===== config.mk =====
export PLATFORM = sky130hd
export DESIGN_NAME = dfchan_assist
export DESIGN_NICKNAME = d
export VERILOG_FILES = /design/src/rtl/dfchan_pkg.sv /design/src/rtl/dfchan_wrap_add.sv /design/src/rtl/dfchan_drain.sv /design/src/rtl/dfchan_assist.sv
export SDC_FILE = /design/constraint.sdc
export NUM_CORES = 1
export LEC_CHECK = 0
export BUFFER_PORTS_ARGS = -buffer_cell sky130_fd_sc_hd__buf_2
export CORE_MARGIN = 2
export CORE_UTILIZATION = 45
export CTS_CLUSTER_SIZE = 28
export DETAILED_ROUTE_END_ITERATION = 12
export PLACE_DENSITY = 0.67
export REMOVE_ABC_BUFFERS = 1
export SLEW_MARGIN = 20
export SYNTH_ARGS = -nofsm -noshare
export SYNTH_HDL_FRONTEND = slang
export SYNTH_SLANG_ARGS = --single-unit

===== constraint.sdc =====
create_clock -name clk -period 11.62 [get_ports clk]
set_clock_uncertainty 0.2 [all_clocks]
set_input_delay 0.581 -clock clk [delete_from_list [all_inputs] [get_ports clk]]
set_output_delay 0.581 -clock clk [all_outputs]
set_load 0.02 [all_outputs]

===== src/rtl/dfchan_pkg.sv =====
package dfchan_pkg;

    typedef enum logic [1:0] {
        FLD_BASE = 2'd0,
        FLD_SIZE = 2'd1,
        FLD_CONS = 2'd2,
        FLD_PROD = 2'd3
    } cfg_fld_e;

endpackage


===== src/rtl/dfchan_wrap_add.sv =====
// Modular add: s = (a + b) mod m, valid for a < m and b <= m.
module dfchan_wrap_add #(
    parameter int CW = 10
) (
    input  logic [CW-1:0] a,
    input  logic [CW-1:0] b,
    input  logic [CW-1:0] m,
    output logic [CW-1:0] s
);
    logic [CW:0] sum;
    logic [CW:0] red;

    always_comb begin
        sum = {1'b0, a} + {1'b0, b};
        red = sum - {1'b0, m};
        s   = (sum >= {1'b0, m}) ? red[CW-1:0] : sum[CW-1:0];
    end
endmodule


===== src/rtl/dfchan_drain.sv =====
// Moves committed tokens from the region to the network FIFO.
module dfchan_drain #(
    parameter int AW = 12,
    parameter int CW = 10,
    parameter int DW = 32
) (
    input  logic          clk,
    input  logic          rst_n,
    input  logic          clr,
    input  logic [AW-1:0] base,
    input  logic [CW-1:0] size,
    input  logic          add_en,
    input  logic [CW-1:0] add_cnt,
    input  logic          mem_free,
    input  logic [DW-1:0] mem_rdata,
    input  logic          fifo_full,
    output logic          rd_req,
    output logic [AW-1:0] rd_addr,
    output logic          fifo_push,
    output logic [DW-1:0] fifo_data,
    output logic [CW-1:0] unsent
);
    typedef struct packed {
        logic [CW-1:0] sptr;
        logic [CW-1:0] unsent;
        logic          pend;
        logic          hold;
        logic [DW-1:0] data;
    } drain_t;

    drain_t        s_d, s_q;
    logic [CW-1:0] sptr_inc;

    dfchan_wrap_add #(.CW(CW)) u_inc (
        .a(s_q.sptr), .b(CW'(1)), .m(size), .s(sptr_inc)
    );

    always_comb begin
        s_d       = s_q;
        fifo_push = s_q.hold & ~fifo_full;
        rd_req    = ~clr & mem_free & (s_q.unsent != '0) & ~s_q.pend
                    & (~s_q.hold | fifo_push);
        if (rd_req) begin
            s_d.sptr = sptr_inc;
        end
        s_d.unsent = s_q.unsent + (add_en ? add_cnt : '0) - (rd_req ? CW'(1) : '0);
        s_d.pend   = rd_req;
        if (s_q.pend) begin
            s_d.hold = 1'b1;
            s_d.data = mem_rdata;
        end else if (fifo_push) begin
            s_d.hold = 1'b0;
        end
        if (clr) begin
            s_d = '0;
        end
    end

    always_ff @(posedge clk or negedge rst_n) begin
        if (!rst_n) s_q <= '0;
        else        s_q <= s_d;
    end

    assign rd_addr   = base + AW'(s_q.sptr);
    assign fifo_data = s_q.data;
    assign unsent    = s_q.unsent;
endmodule


===== src/rtl/dfchan_assist.sv =====
module dfchan_assist #(
    parameter int AW = 12,
    parameter int CW = 10,
    parameter int DW = 32
) (
    input  logic          clk,
    input  logic          rst_n,
    input  logic          ch_en,
    input  logic          cfg_we,
    input  logic [1:0]    cfg_sel,
    input  logic [AW-1:0] cfg_wdata,
    input  logic          fire_start,
    input  logic          fire_done,
    output logic          fire_ready,
    output logic [CW-1:0] free_cnt,
    output logic [CW-1:0] fill_cnt,
    input  logic          pe_req,
    input  logic          pe_we,
    input  logic [CW-1:0] pe_idx,
    input  logic [DW-1:0] pe_wdata,
    output logic [DW-1:0] pe_rdata,
    output logic          pe_rvalid,
    output logic          pe_err,
    output logic          mem_req,
    output logic          mem_we,
    output logic [AW-1:0] mem_addr,
    output logic [DW-1:0] mem_wdata,
    input  logic [DW-1:0] mem_rdata,
    input  logic          fifo_full,
    output logic          fifo_push,
    output logic [DW-1:0] fifo_data,
    input  logic          credit_rel
);
    import dfchan_pkg::*;

    typedef struct packed {
        logic [AW-1:0] base;
        logic [CW-1:0] size;
        logic [CW-1:0] cons;
        logic [CW-1:0] prod;
        logic [CW-1:0] wptr;
        logic [CW-1:0] rptr;
        logic [CW-1:0] occ;
        logic          open;
        logic          err;
        logic          rvld;
    } chan_t;

    chan_t         c_d, c_q;
    logic [CW-1:0] win_slot;
    logic [CW-1:0] wptr_adv;
    logic [CW-1:0] rptr_adv;
    logic [CW-1:0] unsent;
    logic [CW-1:0] room;
    logic [CW-1:0] sent_held;
    logic          win_ok;
    logic          pe_hit;
    logic          commit;
    logic          release_ok;
    logic          dr_req;
    logic [AW-1:0] dr_addr;

    // Names the checker reaches through bind.
    logic [CW-1:0] cfg_prod, cfg_size, wr_ptr, rd_ptr, occ_cnt;
    assign cfg_prod = c_q.prod;
    assign cfg_size = c_q.size;
    assign wr_ptr   = c_q.wptr;
    assign rd_ptr   = c_q.rptr;
    assign occ_cnt  = c_q.occ;

    dfchan_wrap_add #(.CW(CW)) u_win (
        .a(c_q.wptr), .b(pe_idx), .m(c_q.size), .s(win_slot)
    );
    dfchan_wrap_add #(.CW(CW)) u_wadv (
        .a(c_q.wptr), .b(c_q.prod), .m(c_q.size), .s(wptr_adv)
    );
    dfchan_wrap_add #(.CW(CW)) u_radv (
        .a(c_q.rptr), .b(c_q.cons), .m(c_q.size), .s(rptr_adv)
    );

    dfchan_drain #(.AW(AW), .CW(CW), .DW(DW)) u_drain (
        .clk       (clk),
        .rst_n     (rst_n),
        .clr       (~ch_en),
        .base      (c_q.base),
        .size      (c_q.size),
        .add_en    (commit),
        .add_cnt   (c_q.prod),
        .mem_free  (~pe_req),
        .mem_rdata (mem_rdata),
        .fifo_full (fifo_full),
        .rd_req    (dr_req),
        .rd_addr   (dr_addr),
        .fifo_push (fifo_push),
        .fifo_data (fifo_data),
        .unsent    (unsent)
    );

    always_comb begin
        c_d        = c_q;
        room       = c_q.size - c_q.occ;
        sent_held  = c_q.occ - unsent;
        fire_ready = ch_en & ~c_q.open & (room >= c_q.prod);
        commit     = ch_en & c_q.open & fire_done;
        release_ok = ch_en & credit_rel & (sent_held >= c_q.cons);
        win_ok     = ch_en & c_q.open & (pe_idx < c_q.prod);
        pe_hit     = pe_req & win_ok;

        if (fire_start && fire_ready) begin
            c_d.open = 1'b1;
        end
        if (commit) begin
            c_d.open = 1'b0;
            c_d.wptr = wptr_adv;
        end
        if (release_ok) begin
            c_d.rptr = rptr_adv;
        end
        c_d.occ  = c_q.occ + (commit ? c_q.prod : '0) - (release_ok ? c_q.cons : '0);
        c_d.err  = pe_req & ~win_ok;
        c_d.rvld = pe_hit & ~pe_we;

        if (!ch_en) begin
            c_d.wptr = '0;
            c_d.rptr = '0;
            c_d.occ  = '0;
            c_d.open = 1'b0;
            if (cfg_we) begin
                case (cfg_fld_e'(cfg_sel))
                    FLD_BASE: c_d.base = cfg_wdata;
                    FLD_SIZE: c_d.size = cfg_wdata[CW-1:0];
                    FLD_CONS: c_d.cons = cfg_wdata[CW-1:0];
                    FLD_PROD: c_d.prod = cfg_wdata[CW-1:0];
                    default:  c_d.base = c_q.base;
                endcase
            end
        end

        mem_req   = pe_hit | dr_req;
        mem_we    = pe_hit & pe_we;
        mem_addr  = pe_hit ? (c_q.base + AW'(win_slot)) : dr_addr;
        mem_wdata = pe_wdata;
        free_cnt  = room - (c_q.open ? c_q.prod : '0);
    end

    always_ff @(posedge clk or negedge rst_n) begin
        if (!rst_n) c_q <= '0;
        else        c_q <= c_d;
    end

    assign fill_cnt  = c_q.occ;
    assign pe_rdata  = mem_rdata;
    assign pe_rvalid = c_q.rvld;
    assign pe_err    = c_q.err;
endmodule


### After elaboration in Yosys (flattened, before gate mapping)

Cells that the tools add are included.

| word-level totals | value |
|---|---|
| flip-flop bits (word level) | 129 |
| word-level logic and storage cells | 100 |

| operators by class | value |
|---|---|
| add/sub/neg operators | 17 |
| magnitude comparators | 7 |
| equal/unequal tests | 9 |
| muxes and demuxes | 19 |
| bitwise operators | 26 |
| reduce and logical (&&, ||, !) cells | 7 |

Operator list:

| operator | number |
|---|---|
| two-way mux 10 bit | 10 |
| subtractor 10 bit | 9 |
| two-way mux 54 bit | 1 |
| >= comparator 11 x 10 -> 1 bit | 4 |
| adder 10 x 10 -> 11 bit | 3 |
| two-way mux 32 bit | 1 |
| two-way mux 31 bit | 1 |
| adder 12 x 10 -> 12 bit | 2 |
| adder 10 bit | 2 |
| >= comparator 10 bit | 2 |
| bitwise AND 1 bit | 16 |
| two-way mux 12 bit | 1 |
| AND reduction 3 bit | 4 |
| adder 10 x 1 -> 11 bit, second input constant | 1 |
| < comparator 10 bit | 1 |
| nonzero test 10 bit | 1 |
| != test 2 x 1 -> 1 bit, second input constant | 4 |
| inverter 1 bit | 8 |
| != test 3 x 1 -> 1 bit, second input constant | 2 |
| two-way mux 1 bit | 5 |
| == test 2 bit, second input constant | 2 |
| == test 2 x 1 -> 1 bit, second input constant | 1 |
| logical NOT 2 bit | 1 |
| bitwise OR 1 bit | 2 |
| logical AND 1 bit | 1 |

### Longest topological paths before layout

Gate-level depths: netlist (run 1).

| depth | value |
|---|---|
| depth in word-level cells | 8 |
| mapped depth | 26 |
| mapped depth without buffers | 26 |

### Cells and area by module

A second synthesis (run 1) with hierarchy kept.

| unflattened totals | value |
|---|---|
| cell total of the unflattened synthesis | 1,478 |
| area, all modules | 12,979.9 um^2 |

Modules (own cells, without submodules):

| module | instances | cells an instance | area an instance (um^2) |
|---|---|---|---|
| dfchan_assist | 1 | 706 | 6,251.0 |
| dfchan_drain | 1 | 385 | 3,569.7 |
| dfchan_wrap_add (u_wadv ...) | 2 | 129 | 1,047.3 |
| dfchan_wrap_add (u_drain.u_inc) | 1 | 129 | 1,064.8 |

### Worst setup path before layout (run 1)

OpenSTA, ideal clock, no wires.

| path | value |
|---|---|
| kind | input port to output port |
| from | in pe_idx[0] |
| to | out mem_addr[10] |
| arrival time | 5,467 ps |
| required time | 10,839 ps |
| slack | 5,372 ps |
| stages | 22 |
| buffers on the path | 0 |
| cell sequence | ha_1 > fa_1 > a211oi_1 > o21bai_1 > a21oi_1 > xnor2_1 > ha_1 > nand4_1 > o2111ai_1 > o21ai_0 > o21ai_2 > mux2i_1 > mux2_2 > ha_1 > fa_1 > a21o_1 > a21oi_1 > o21bai_1 > a2111oi_0 > o31ai_1 > a21oi_1 > xnor2_1 |

| between the ends | value |
|---|---|
| word-level cells in the longest chain between the ends | 5 |
| elaborated cells between the ends (all ways) | 9 |

RTL lines:

| what | RTL line | RTL |
|---|---|---|
| from (decl) | dfchan_assist.sv:19 | `input logic [CW-1:0] pe_idx,` |
| adder 10 x 10 -> 11 bit | dfchan_wrap_add.sv:14 | `sum = {1'b0, a} + {1'b0, b};` |
| subtractor 10 bit or >= comparator 11 x 10 -> 1 bit (tied branches) | dfchan_wrap_add.sv:15, dfchan_wrap_add.sv:16 |  |
| two-way mux 10 bit | dfchan_wrap_add.sv:16 | `s = (sum >= {1'b0, m}) ? red[CW-1:0] : sum[CW-1:0];` |
| adder 12 x 10 -> 12 bit | dfchan_assist.sv:141 | `mem_addr = pe_hit ? (c_q.base + AW'(win_slot)) : dr_addr;` |
| two-way mux 12 bit * | dfchan_assist.sv:141 |  |
| to (decl) | dfchan_assist.sv:26 | `output logic [AW-1:0] mem_addr,` |

Mark *: on every way between the ends. The rest lies on a longest branch, timed or not.

### Worst setup path after layout (run 1)

| path | value |
|---|---|
| from | reg c_q (netlist bit wr_ptr[0]) |
| to | out mem_addr[11] |

| between the ends | value |
|---|---|
| word-level cells in the longest chain between the ends | 5 |
| elaborated cells between the ends (all ways) | 6 |

RTL lines:

| what | RTL line | RTL |
|---|---|---|
| from (decl) | dfchan_assist.sv:49 | `chan_t c_d, c_q;` |
| from (signal assigned) | dfchan_assist.sv:147 | `if (!rst_n) c_q <= '0;` |
| from (signal assigned) | dfchan_assist.sv:148 | `else c_q <= c_d;` |
| adder 10 x 10 -> 11 bit * | dfchan_wrap_add.sv:14 |  |
| subtractor 10 bit or >= comparator 11 x 10 -> 1 bit (tied branches) | dfchan_wrap_add.sv:15, dfchan_wrap_add.sv:16 |  |
| two-way mux 10 bit * | dfchan_wrap_add.sv:16 |  |
| adder 12 x 10 -> 12 bit * | dfchan_assist.sv:141 |  |
| two-way mux 12 bit * | dfchan_assist.sv:141 |  |

Marks and branches as above.

==> flow_metrics.env, run 1 <==
export IMPL_cts_buffers=17
export IMPL_final_area_mm2=0.0127
export IMPL_cts_tree="yes"
export IMPL_fp_coreArea_mm2=0.0253
export IMPL_portBuffers=167
export IMPL_total_power_uw=3720
export IMPL_slowest_delay_ns=0.88
export IMPL_synth_main_ff_cell="dfrtp_1"
export IMPL_pwr_density_cell_mw_per_mm2=293
export IMPL_grt_start_max_net_pins=67
export IMPL_vias=9607
export IMPL_clk_latency_ns=0.43
export IMPL_syn_inst=1314
export IMPL_rows=58
export IMPL_path_buf_inv=1
export IMPL_status="finished with violations"
export IMPL_cpMostUsedCell="o21ai_0"
export IMPL_firstDrtPassIters=5
export IMPL_worst_slew_pin_slew_ns=0.974
export IMPL_yosys_top_cells_area="dfrtp_1 26%, ha_1 16%, buf_4 6.8%, xnor2_1 4.1%, mux2i_1 4.1%"
export IMPL_final_cell_mix="166 x buf_2, 145 x ha_1, 120 x inv_1, 118 x dfrtp_1, 73 x nand2_1"
export IMPL_timing_critical_path_max_delay_family="compound AO/OA/AOI/OAI gates"
export IMPL_ctsHtreeMaxLevel=4
export IMPL_startpoint_type="flip-flop"
export IMPL_finalCriticalPeriod_ns=7.46
export IMPL_clk_pin_slew_ns=0.07
export IMPL_root_buffer="clkbuf_16"
export IMPL_fmax_mhz=134
export IMPL_final_core_util=0.501
export IMPL_synthDistinctLibCells=69
export IMPL_path_class="flip-flop to primary output"
export IMPL_gp_congestion=0.929
export IMPL_cpMaxStageDelayCell="a2111oi_0"
export IMPL_synth_seq_cells=119
export IMPL_final_common_cell="buf_2"
export IMPL_grt_pass1_vias=9213
export IMPL_max_slew_margin=0.334
export IMPL_tns_ns=0
export IMPL_hold_viol_final=2
export IMPL_violations="hold timing"
export IMPL_grt_overflow=0
export IMPL_vias_per_cell=5.59
export IMPL_synth_edf_count=0
export IMPL_dp_hpwl_um=25500
export IMPL_irDropWorstVdd_uv=160
export IMPL_period_share=0.642
export IMPL_cts_max_path_buffers=2
export IMPL_grt_pass1_wl_um=49800
export IMPL_placed_area_mm2=0.0121
export IMPL_cp_max_fo=10
export IMPL_ctsHoldBuffers=0
export IMPL_antenna_found_initial=0
export IMPL_power_leakage_uw=0.00628
export IMPL_fp_dieH_um=165
export IMPL_worstSetupEndpointType="primary output"
export IMPL_syn_cell_area_mm2=0.0117
export IMPL_crit_chain="ha_1 -> fa_1 -> a211oi_1 -> o21ai_0 -> a31oi_1 -> xnor2_1 -> ha_1 -> o21a_1 -> o21ai_0 -> nand2_1 -> o21ai_0 -> o21ai_2 -> mux2i_1 -> mux2_2 -> ha_1 -> a21o_1 -> a21o_1 -> a2111oi_0 -> o21ai_0 -> o21a_1 -> o21ai_0 -> xnor2_1 -> buf_2"
export IMPL_crit_required_ns=10.84
export IMPL_worstPathArrival_ns=6.68
export IMPL_holdWs_ns=-0.00465
export IMPL_cts_repair_resized=0
export IMPL_slew_viol_final=0
export IMPL_hold_path_class="input pin to async pin"
export IMPL_grtUsageTotal=0.238
export IMPL_synth_top_area_cell="dfrtp_1"
export IMPL_initial_utilization=0.460
export IMPL_avgSynthCellArea_um2=8.88
export IMPL_yosys_warnings=0
export IMPL_drc=0
export IMPL_cts_num_sinks=119
export IMPL_synthArstFlopShare=1.00
export IMPL_area_delta_synth_final_pct=8.83
export IMPL_netlist_area_leader_share=0.255
export IMPL_wire_per_inst_um=18.7
export IMPL_post_cts_buffers=0
export IMPL_die_area_mm2=0.0272
export IMPL_n_antenna_cell=0
export IMPL_rsz0062_at_grt="false"
export IMPL_die_x_um=165
export IMPL_drt_first_iter_violations=641
export IMPL_drive_gt1_frac=0.184
export IMPL_io_pins=232
export IMPL_max_cap_viol_count=0
export IMPL_ant_nets=0
export IMPL_setup_viol=0
export IMPL_final_nets=1637
export IMPL_postRouteWirelength_um=32100
export IMPL_ys_seq_area_frac=0.255
[cell type report]
type | instances | area, µm²
clock inverter | 15 | 191
fill | 2369 | 12600
timing repair buffer | 175 | 898
clock buffer | 17 | 425
tap | 330 | 413
multi-input combinational | 942 | 7330
inverter | 120 | 450
sequential | 119 | 2980
[state kept, by name, indices dropped and copies added (netlist names)]
| register | flops |
|---|---|
| u_drain.fifo_data | 32 |
| c_q | 23 |
| u_drain.s_q | 12 |
| cfg_prod | 10 |
| cfg_size | 10 |
| fill_cnt | 10 |
| u_drain.unsent | 10 |
| wr_ptr | 10 |
| pe_err | 1 |
| pe_rvalid | 1 |
[final timing paths]
check                                  startpoint         endpoint  slack, ns  depth (start not counted)
worst max-delay path                    wr_ptr[0]     mem_addr[11]       4.16                         23
worst min-delay path                        rst_n           pe_err     -0.005                          1
worst max register to register  u_drain.unsent[1]      fill_cnt[9]       5.03                         23
worst min register to register            c_q[70]          c_q[70]       0.32                          1
max in group asynchronous                   rst_n  u_drain.s_q[33]       9.82                          2
min in group clk                            pe_we        pe_rvalid       0.11                          2
[metal layers]
metal | track usage | wire length [µm]
met2 | 0.383 | 14200
met5 | 0.0114 | 0
met4 | 0.0664 | 578
met3 | 0.0542 | 2190
met1 | 0.321 | 15100
[through the flow]
| stage | setup WS [ns] | std cells | hold WS (ns) |
|---|---|---|---|
| floorplan | 5.37 | 1181 | 0.0854 |
| global placement | 4.52 | 1686 | 0.311 |
| detailed placement | 4.46 | 1686 | 0.316 |
| CTS | 4.28 | 1718 | 0.0249 |
| global route | 3.78 | 1718 | 0.0521 |
| finish | 4.16 | 1718 | -0.00465 |
[cells in the mapped netlist, drive strengths merged, types with 4 or more instances]
library cell and number:
ha 145, inv 120, dfrtp 119, buf 112, o21ai 78, nand2 73
nor2 67, a21oi 63, nor2b 56, xnor2 55, mux2i 48, mux2 39
nand3 29, xor2 27, a21o 26, and2 24, o21a 22, clkbuf 21
nor3 20, fa 19, and3 11, nand2b 11, a2111oi 10, nand4 10
nor4 10, o21bai 9, a31oi 8, o211ai 7, a21boi 5, o31ai 5
or3 5, a211oi 4, nand3b 4, o31a 4
[power by group]
| part | internal, µW | switching [µW] | leakage, µW |
|---|---|---|---|
| clock network | 343 | 223 | 0.000298 |
| logic | 1060 | 1500 | 0.00444 |
| registers | 497 | 94.7 | 0.00154 |
| total | 1900 | 1820 | 0.00628 |
[worst reg2reg max path, cell delays in order (launching register included)]
cell and delay, ns:
dfrtp_1 0.42, inv_1 0.09, ha_1 0.26, nor2b_1 0.12, o21ai_0 0.24, a21boi_0 0.17, o21ai_0 0.31, a21oi_1 0.20
or4_1 0.43, nand3_1 0.12, ha_1 0.15, nand4_1 0.13, o21bai_1 0.18, a21oi_1 0.59, and2_1 0.25, fa_1 0.42
inv_1 0.11, ha_1 0.24, a21o_1 0.18, a21o_1 0.22, a2111oi_0 0.71, nor2_1 0.16, a311oi_1 0.41, o21ai_0 0.15
[logic make-up (layout without fill, tap and decap cells)]
family                     Yosys count  count (layout)  share of synthesized area
AOI/OAI and AO/OA                  273             273                      0.151
buffers and inverters              253             327                      0.116
muxes                               87              87                     0.0789
DFF                                119             119                      0.255
adders and majority gates          164             164                      0.188
xor gates and xnor gates            82              82                     0.0616
and+or+nand+nor                    336             336                      0.148
(Power assumes the default switching activity.)
==> inputs of run 2 (changes only) <==
ABC_AREA = 1   (was default)
clock period = 6.97 ns   (was 11.62 ns; I/O delays follow)
==> run 2 against run 1 <==
  * The run now ends clean
  * Total power rose by 78%
  * Final area is 5.6% higher
  * Sequential share of layout area shrank 1.3 points
  * Sequential power up 74%
  * Largest cell class unchanged
  * Largest power group unchanged
==> flow_metrics.env, run 2 <==
export IMPL_setup_viol=0
export IMPL_final_core_util=0.512
export IMPL_fmax_mhz=183
export IMPL_root_buffer="clkbuf_16"
export IMPL_min_path_cells=3
export IMPL_cpMaxStageDelayCell="dfrtp_1"
export IMPL_finalCriticalPeriod_ns=5.47
export IMPL_grt_start_max_net_pins=77
export IMPL_placed_cells=2075
export IMPL_fillCellCount=2540
export IMPL_yosys_warnings=0
export IMPL_worstSetupEndpointType="primary output"
export IMPL_cts_buffers=17
export IMPL_wire_per_inst_um=17.1
export IMPL_fin_ws_ns=1.50
export IMPL_max_slew_margin=0.274
export IMPL_cpMostUsedCell="nand2_1"
export IMPL_clk_pin_slew_ns=0.07
export IMPL_irDropWorstVdd_uv=380
export IMPL_post_cts_buffers=0
export IMPL_vias=11300
export IMPL_synthDistinctLibCells=46
export IMPL_worstRegToRegCells=25
export IMPL_hold_viol_final=0
export IMPL_die_x_um=168
export IMPL_stdcell_count=2143
export IMPL_n_antenna_cell=0
export IMPL_path_class="flip-flop to primary output"
export IMPL_worstPathArrival_ns=4.92
export IMPL_status="finished clean"
export IMPL_ys_seq_area_frac=0.246
export IMPL_pwr_density_cell_mw_per_mm2=492
export IMPL_cp_depth=28
export IMPL_final_nets=2057
export IMPL_postRouteWirelength_um=36600
export IMPL_synth_main_ff_cell="dfrtp_1"
export IMPL_synthArstFlopShare=1.00
export IMPL_period_share=0.785
export IMPL_cts_num_sinks=119
export IMPL_die_area_mm2=0.0282
export IMPL_yosys_top_cells_area="dfrtp_1 25%, ha_1 15%, nand2_1 14%, inv_1 7.4%, buf_4 6.7%"
export IMPL_ctsHtreeMaxLevel=4
export IMPL_grt_pass1_wl_um=57600
export IMPL_placed_area_mm2=0.0124
export IMPL_largest_reg_flops=32
export IMPL_initial_utilization=0.461
export IMPL_synth_edf_count=0
export IMPL_io_pins=232
export IMPL_cts_max_path_buffers=2
export IMPL_final_area_mm2=0.0134
export IMPL_grtUsageTotal=0.259
export IMPL_path_buf_inv=3
export IMPL_clk_latency_ns=0.43
export IMPL_syn_inst=1708
export IMPL_final_common_cell="nand2_1"
export IMPL_place_ws_ns=1.89
export IMPL_grt_overflow=0
export IMPL_portBuffers=167
export IMPL_crit_required_ns=6.42
export IMPL_tns_ns=0
export IMPL_yosysMostFrequentCell="nand2_1"
export IMPL_final_cell_mix="452 x nand2_1, 238 x inv_1, 166 x buf_2, 152 x nand3_1, 145 x ha_1"
export IMPL_syn_cell_area_mm2=0.0121
export IMPL_cp_max_fo=13
export IMPL_avgSynthCellArea_um2=7.07
export IMPL_grt_pass1_vias=10700
export IMPL_ant_nets=0
export IMPL_max_cap_viol_count=0
export IMPL_firstDrtPassIters=5
export IMPL_antenna_found_initial=0
export IMPL_area_delta_synth_final_pct=11.0
export IMPL_fp_dieH_um=168
export IMPL_drt_first_iter_violations=808
export IMPL_startpoint_type="flip-flop"
export IMPL_synth_seq_cells=119
export IMPL_netlist_area_leader_share=0.246
export IMPL_hold_path_class="input pin to flip-flop"
export IMPL_gp_congestion=0.931
export IMPL_fp_coreArea_mm2=0.0262
export IMPL_cts_tree="yes"
export IMPL_timing_critical_path_max_delay_family="compound AO/OA/AOI/OAI gates"
export IMPL_power_leakage_uw=0.00761
export IMPL_rsz0062_at_grt="false"
export IMPL_vias_per_cell=5.26
export IMPL_synth_common_cells="452 x nand2_1, 238 x inv_1, 152 x nand3_1"
export IMPL_drc=0
export IMPL_synth_top_area_cell="dfrtp_1"
export IMPL_rows=59
export IMPL_slowest_delay_ns=0.41
export IMPL_dp_hpwl_um=28800
export IMPL_worst_slew_pin_slew_ns=1.09
export IMPL_drive_gt1_frac=0.127
export IMPL_slew_viol_final=0
-- run 2: changes by cell type in the layout (fill, tap and decap cells not counted), moves of 24 or more --
cell           delta
inv_1           +118
nor2b_1          -56
mux2_2           -36
a21oi_1          +31
mux2i_1          -48
and2_1           -24
xnor2_1          -29
nor2_1           +36
nand3_1         +123
nand2_1         +379
dlygate4sd3_1    +36
-- run 2: per-layer routing --
layer	track usage	part of all wire	vias up
met4	0.0699	0.020	0
li1	-	-	5569
met2	0.424	0.46	435
met5	0.0122	0	-
met3	0.0534	0.068	50
met1	0.348	0.46	5228
-- run 2: report_power, final --
group / switching [µW] / leakage, µW / total (µW) / internal [µW]
logic: 2880 / 0.00574 / 4580 / 1700
clock network: 380 / 0.000310 / 987 / 607
registers: 196 / 0.00156 / 1030 / 836
-- run 2: cells by family (layout without fill, tap and decap cells) --
logic type	Yosys count	after routing	synth area share
simple gates	757	757	0.265
buf+inv	380	480	0.154
compound gates	215	215	0.0992
fa+ha+maj	164	164	0.182
flops	119	119	0.246
xor+xnor	71	71	0.0515
mux	2	2	0.00186
-- run 2: worst paths after layout --
check / from / to / slack (ns)
max in group asynchronous: rst_n / u_drain.s_q[33] / 4.80
min: mem_rdata[7] / u_drain.fifo_data[7] / 0.002
max reg2reg: fill_cnt[0] / fill_cnt[9] / 1.91
min reg2reg: u_drain.fifo_data[20] / u_drain.fifo_data[20] / 0.27
min in group asynchronous: rst_n / c_q[2] / 0.30
max: wr_ptr[2] / mem_addr[8] / 1.50
-- run 2: stage by stage --
step           hold slack (ns)  power, µW
6_report               0.00240       6600
5_1_grt                 0.0270       7230
4_1_cts                0.00235       6570
3_5_place_dp             0.221       5540
3_3_place_gp             0.216       5510
2_1_floorplan           -0.147       4380
-- run 2: worst min-delay path, delay by kind of cell --
kind	cells	cell delay, ns
buf+inv	1	0.10
simple gates	2	0.15
-- run 2: repair_timing --
action / in CTS / in global routing
hold buffers: 36 / 0
hold endpoints to repair: 78 / 0
gates resized for setup: 0 / 0
-- run 2: final cells by class --
| class | count | area (µm²) | share of cell area |
|---|---|---|---|
| repair buffers | 206 | 1220 | 0.0911 |
| clock buffers | 17 | 425 | 0.0317 |
| flip-flops and latches | 119 | 2980 | 0.222 |
| well taps | 335 | 419 | 0.0313 |
| clock inverters | 15 | 211 | 0.0158 |
| multi-input cells | 1209 | 7240 | 0.540 |
| inverters | 242 | 908 | 0.0677 |
==> inputs of run 3 (changes only) <==
clock period = 5.21 ns   (was 6.97 ns; I/O delays follow)
==> run 3 against run 2 <==
  * Final cell count is 1.1% higher
  * Non-clock buffer count is 23 higher
  * Clock-buffer cell count is 2 higher
  * Die area stayed put
  * Setup slack worse by 1.2 ns
  * Total power is 35% higher
  * Sequential cell count stayed put
  * Sequential power is 31% higher
  * Sequential share of layout area is 0.58 points lower
  * Critical endpoint is now mem_addr[5]
==> flow_metrics.env, run 3 (synthesis gave the netlist of run 2 again) <==
export IMPL_grt_pass1_vias=10900
export IMPL_drive_gt1_frac=0.155
export IMPL_period_share=0.950
export IMPL_dp_hpwl_um=28500
export IMPL_fmax_mhz=202
export IMPL_final_cell_mix="449 x nand2_1, 238 x inv_1, 164 x buf_2, 150 x nand3_1, 134 x ha_1"
export IMPL_rows=59
export IMPL_timing_critical_path_max_delay_family="compound AO/OA/AOI/OAI gates"
export IMPL_max_cap_viol_count=0
export IMPL_reg2reg_setup_slack_ns=0.47
export IMPL_portBuffers=167
export IMPL_rsz0062_at_grt="true"
export IMPL_grt_overflow=0
export IMPL_total_power_uw=8920
export IMPL_pwr_share_clk=0.136
export IMPL_worst_slew_pin_slew_ns=0.876
export IMPL_initial_utilization=0.461
export IMPL_io_pins=232
export IMPL_clk_pin_slew_ns=0.07
export IMPL_grt_pass1_wl_um=58300
export IMPL_antenna_found_initial=0
export IMPL_power_frac_comb=0.713
export IMPL_clk_latency_ns=0.43
export IMPL_drc=0
export IMPL_final_common_cell="nand2_1"
export IMPL_path_buf_inv=3
export IMPL_max_slew_margin=0.414
export IMPL_irDropWorstVdd_uv=470
export IMPL_wire_per_inst_um=17.1
export IMPL_cpMostUsedCell="nand2_4"
export IMPL_placed_area_mm2=0.0125
export IMPL_ctsHtreeMaxLevel=4
export IMPL_grtUsageTotal=0.262
export IMPL_grt_start_max_net_pins=48
export IMPL_die_x_um=168
export IMPL_vias_per_cell=5.22
export IMPL_largest_reg_flops=32
export IMPL_postRouteWirelength_um=36900
export IMPL_hold_path_class="input pin to flip-flop"
export IMPL_n_antenna_cell=0
export IMPL_cpMaxStageDelayCell="dfrtp_2"
export IMPL_final_core_util=0.525
export IMPL_startpoint_type="flip-flop"
export IMPL_stdcell_count=2167
export IMPL_fp_coreArea_mm2=0.0262
export IMPL_intPower_uw=4220
export IMPL_slew_viol_final=0
export IMPL_drt_first_iter_violations=886
export IMPL_hold_viol_final=0
export IMPL_placed_cells=2086
export IMPL_p_switching_uw=4710
export IMPL_gp_congestion=0.959
export IMPL_power_leakage_uw=0.00773
export IMPL_vias=11300
export IMPL_cts_buffers=17
export IMPL_fp_dieH_um=168
export IMPL_status="finished clean"
export IMPL_slowest_delay_ns=0.43
export IMPL_final_nets=2081
export IMPL_pwr_density_cell_mw_per_mm2=648
export IMPL_worstSetupEndpointType="primary output"
export IMPL_firstDrtPassIters=6
export IMPL_area_delta_synth_final_pct=14.0
export IMPL_seq_power_share=0.152
export IMPL_cts_max_path_buffers=2
export IMPL_path_class="flip-flop to primary output"
export IMPL_cp_max_fo=9
export IMPL_setup_viol=0
export IMPL_ant_nets=0
export IMPL_fillCellCount=2537
export IMPL_cts_num_sinks=119
export IMPL_finalCriticalPeriod_ns=4.95
export IMPL_worstPathArrival_ns=4.49
export IMPL_crit_required_ns=4.75
export IMPL_final_area_mm2=0.0138
export IMPL_cts_tree="yes"
export IMPL_die_area_mm2=0.0282
export IMPL_root_buffer="clkbuf_16"
export IMPL_p_sw_frac=0.528
-- run 3: cell types whose count changed in the layout (fill, tap and decap cells not counted), sizes merged --
cell	before	now
buf	170	189
clkinv	5	4
nand2	462	463
dlygate4sd3	36	40
clkbuf	17	19
inv	247	249
bufinv	4	1
-- run 3: path summary, 6_finish.rpt --
check / from / endpoint / cells past startpoint
worst max-delay path: wr_ptr[1] / mem_addr[5] / 25
worst min-delay path: cfg_wdata[7] / c_q[70] / 3
worst max register to register: fill_cnt[2] / fill_cnt[6] / 26
worst min register to register: u_drain.fifo_data[15] / u_drain.fifo_data[15] / 2
max in group asynchronous: rst_n / c_q[48] / 3
min in group asynchronous: rst_n / pe_err / 2
-- run 3: area by class of cell --
cell class	count	area (µm²)	area share
multi-input cells	1210	7470	0.542
flip-flops and latches	119	2980	0.216
repair buffers	229	1410	0.102
inverters	242	908	0.0660
clock buffers	19	453	0.0329
well taps	335	419	0.0304
clock inverters	13	135	0.00981
-- run 3: tightest hold or removal path, stage by stage --
cell,delay (ns)
buf_2,0.08
inv_1,0.09
o21ai_0,0.17
-- run 3: power groups by stage --
stage	sequential, µW	clock, µW	combinational [µW]
after floorplan	1340	0	4510
after global placement	1360	0	5990
after detailed placement	1360	0	6050
after CTS	1350	1220	6140
after global routing	1380	1270	7120
final	1350	1210	6360
-- run 3: per-stage QoR --
step           hold slack [ns]  setup TNS, ns  setup slack, ns
2_1_floorplan           -0.235              0            0.674
3_3_place_gp             0.140              0            0.425
3_5_place_dp             0.135              0            0.294
4_1_cts                0.00612              0           0.0216
5_1_grt                 0.0219        -0.0960          -0.0658
6_report               0.00229              0            0.259
-- run 3: timing repair --
action,in CTS,in global routing
pin swaps,0,13
setup buffers,1,7
resized for setup,5,43
hold buffers,40,0
gates cloned,0,1
endpoints found under the setup margin,3,11
endpoints found under the hold margin,90,0
-- run 3: routing by layer --
| metal | track usage | vias to the layer above | part of all wire |
|---|---|---|---|
| li1 | - | 5610 | - |
| met1 | 0.354 | 5208 | 0.45 |
| met2 | 0.426 | 449 | 0.46 |
| met3 | 0.0571 | 47 | 0.074 |
| met4 | 0.0669 | 0 | 0.019 |
| met5 | 0.0122 | - | 0 |
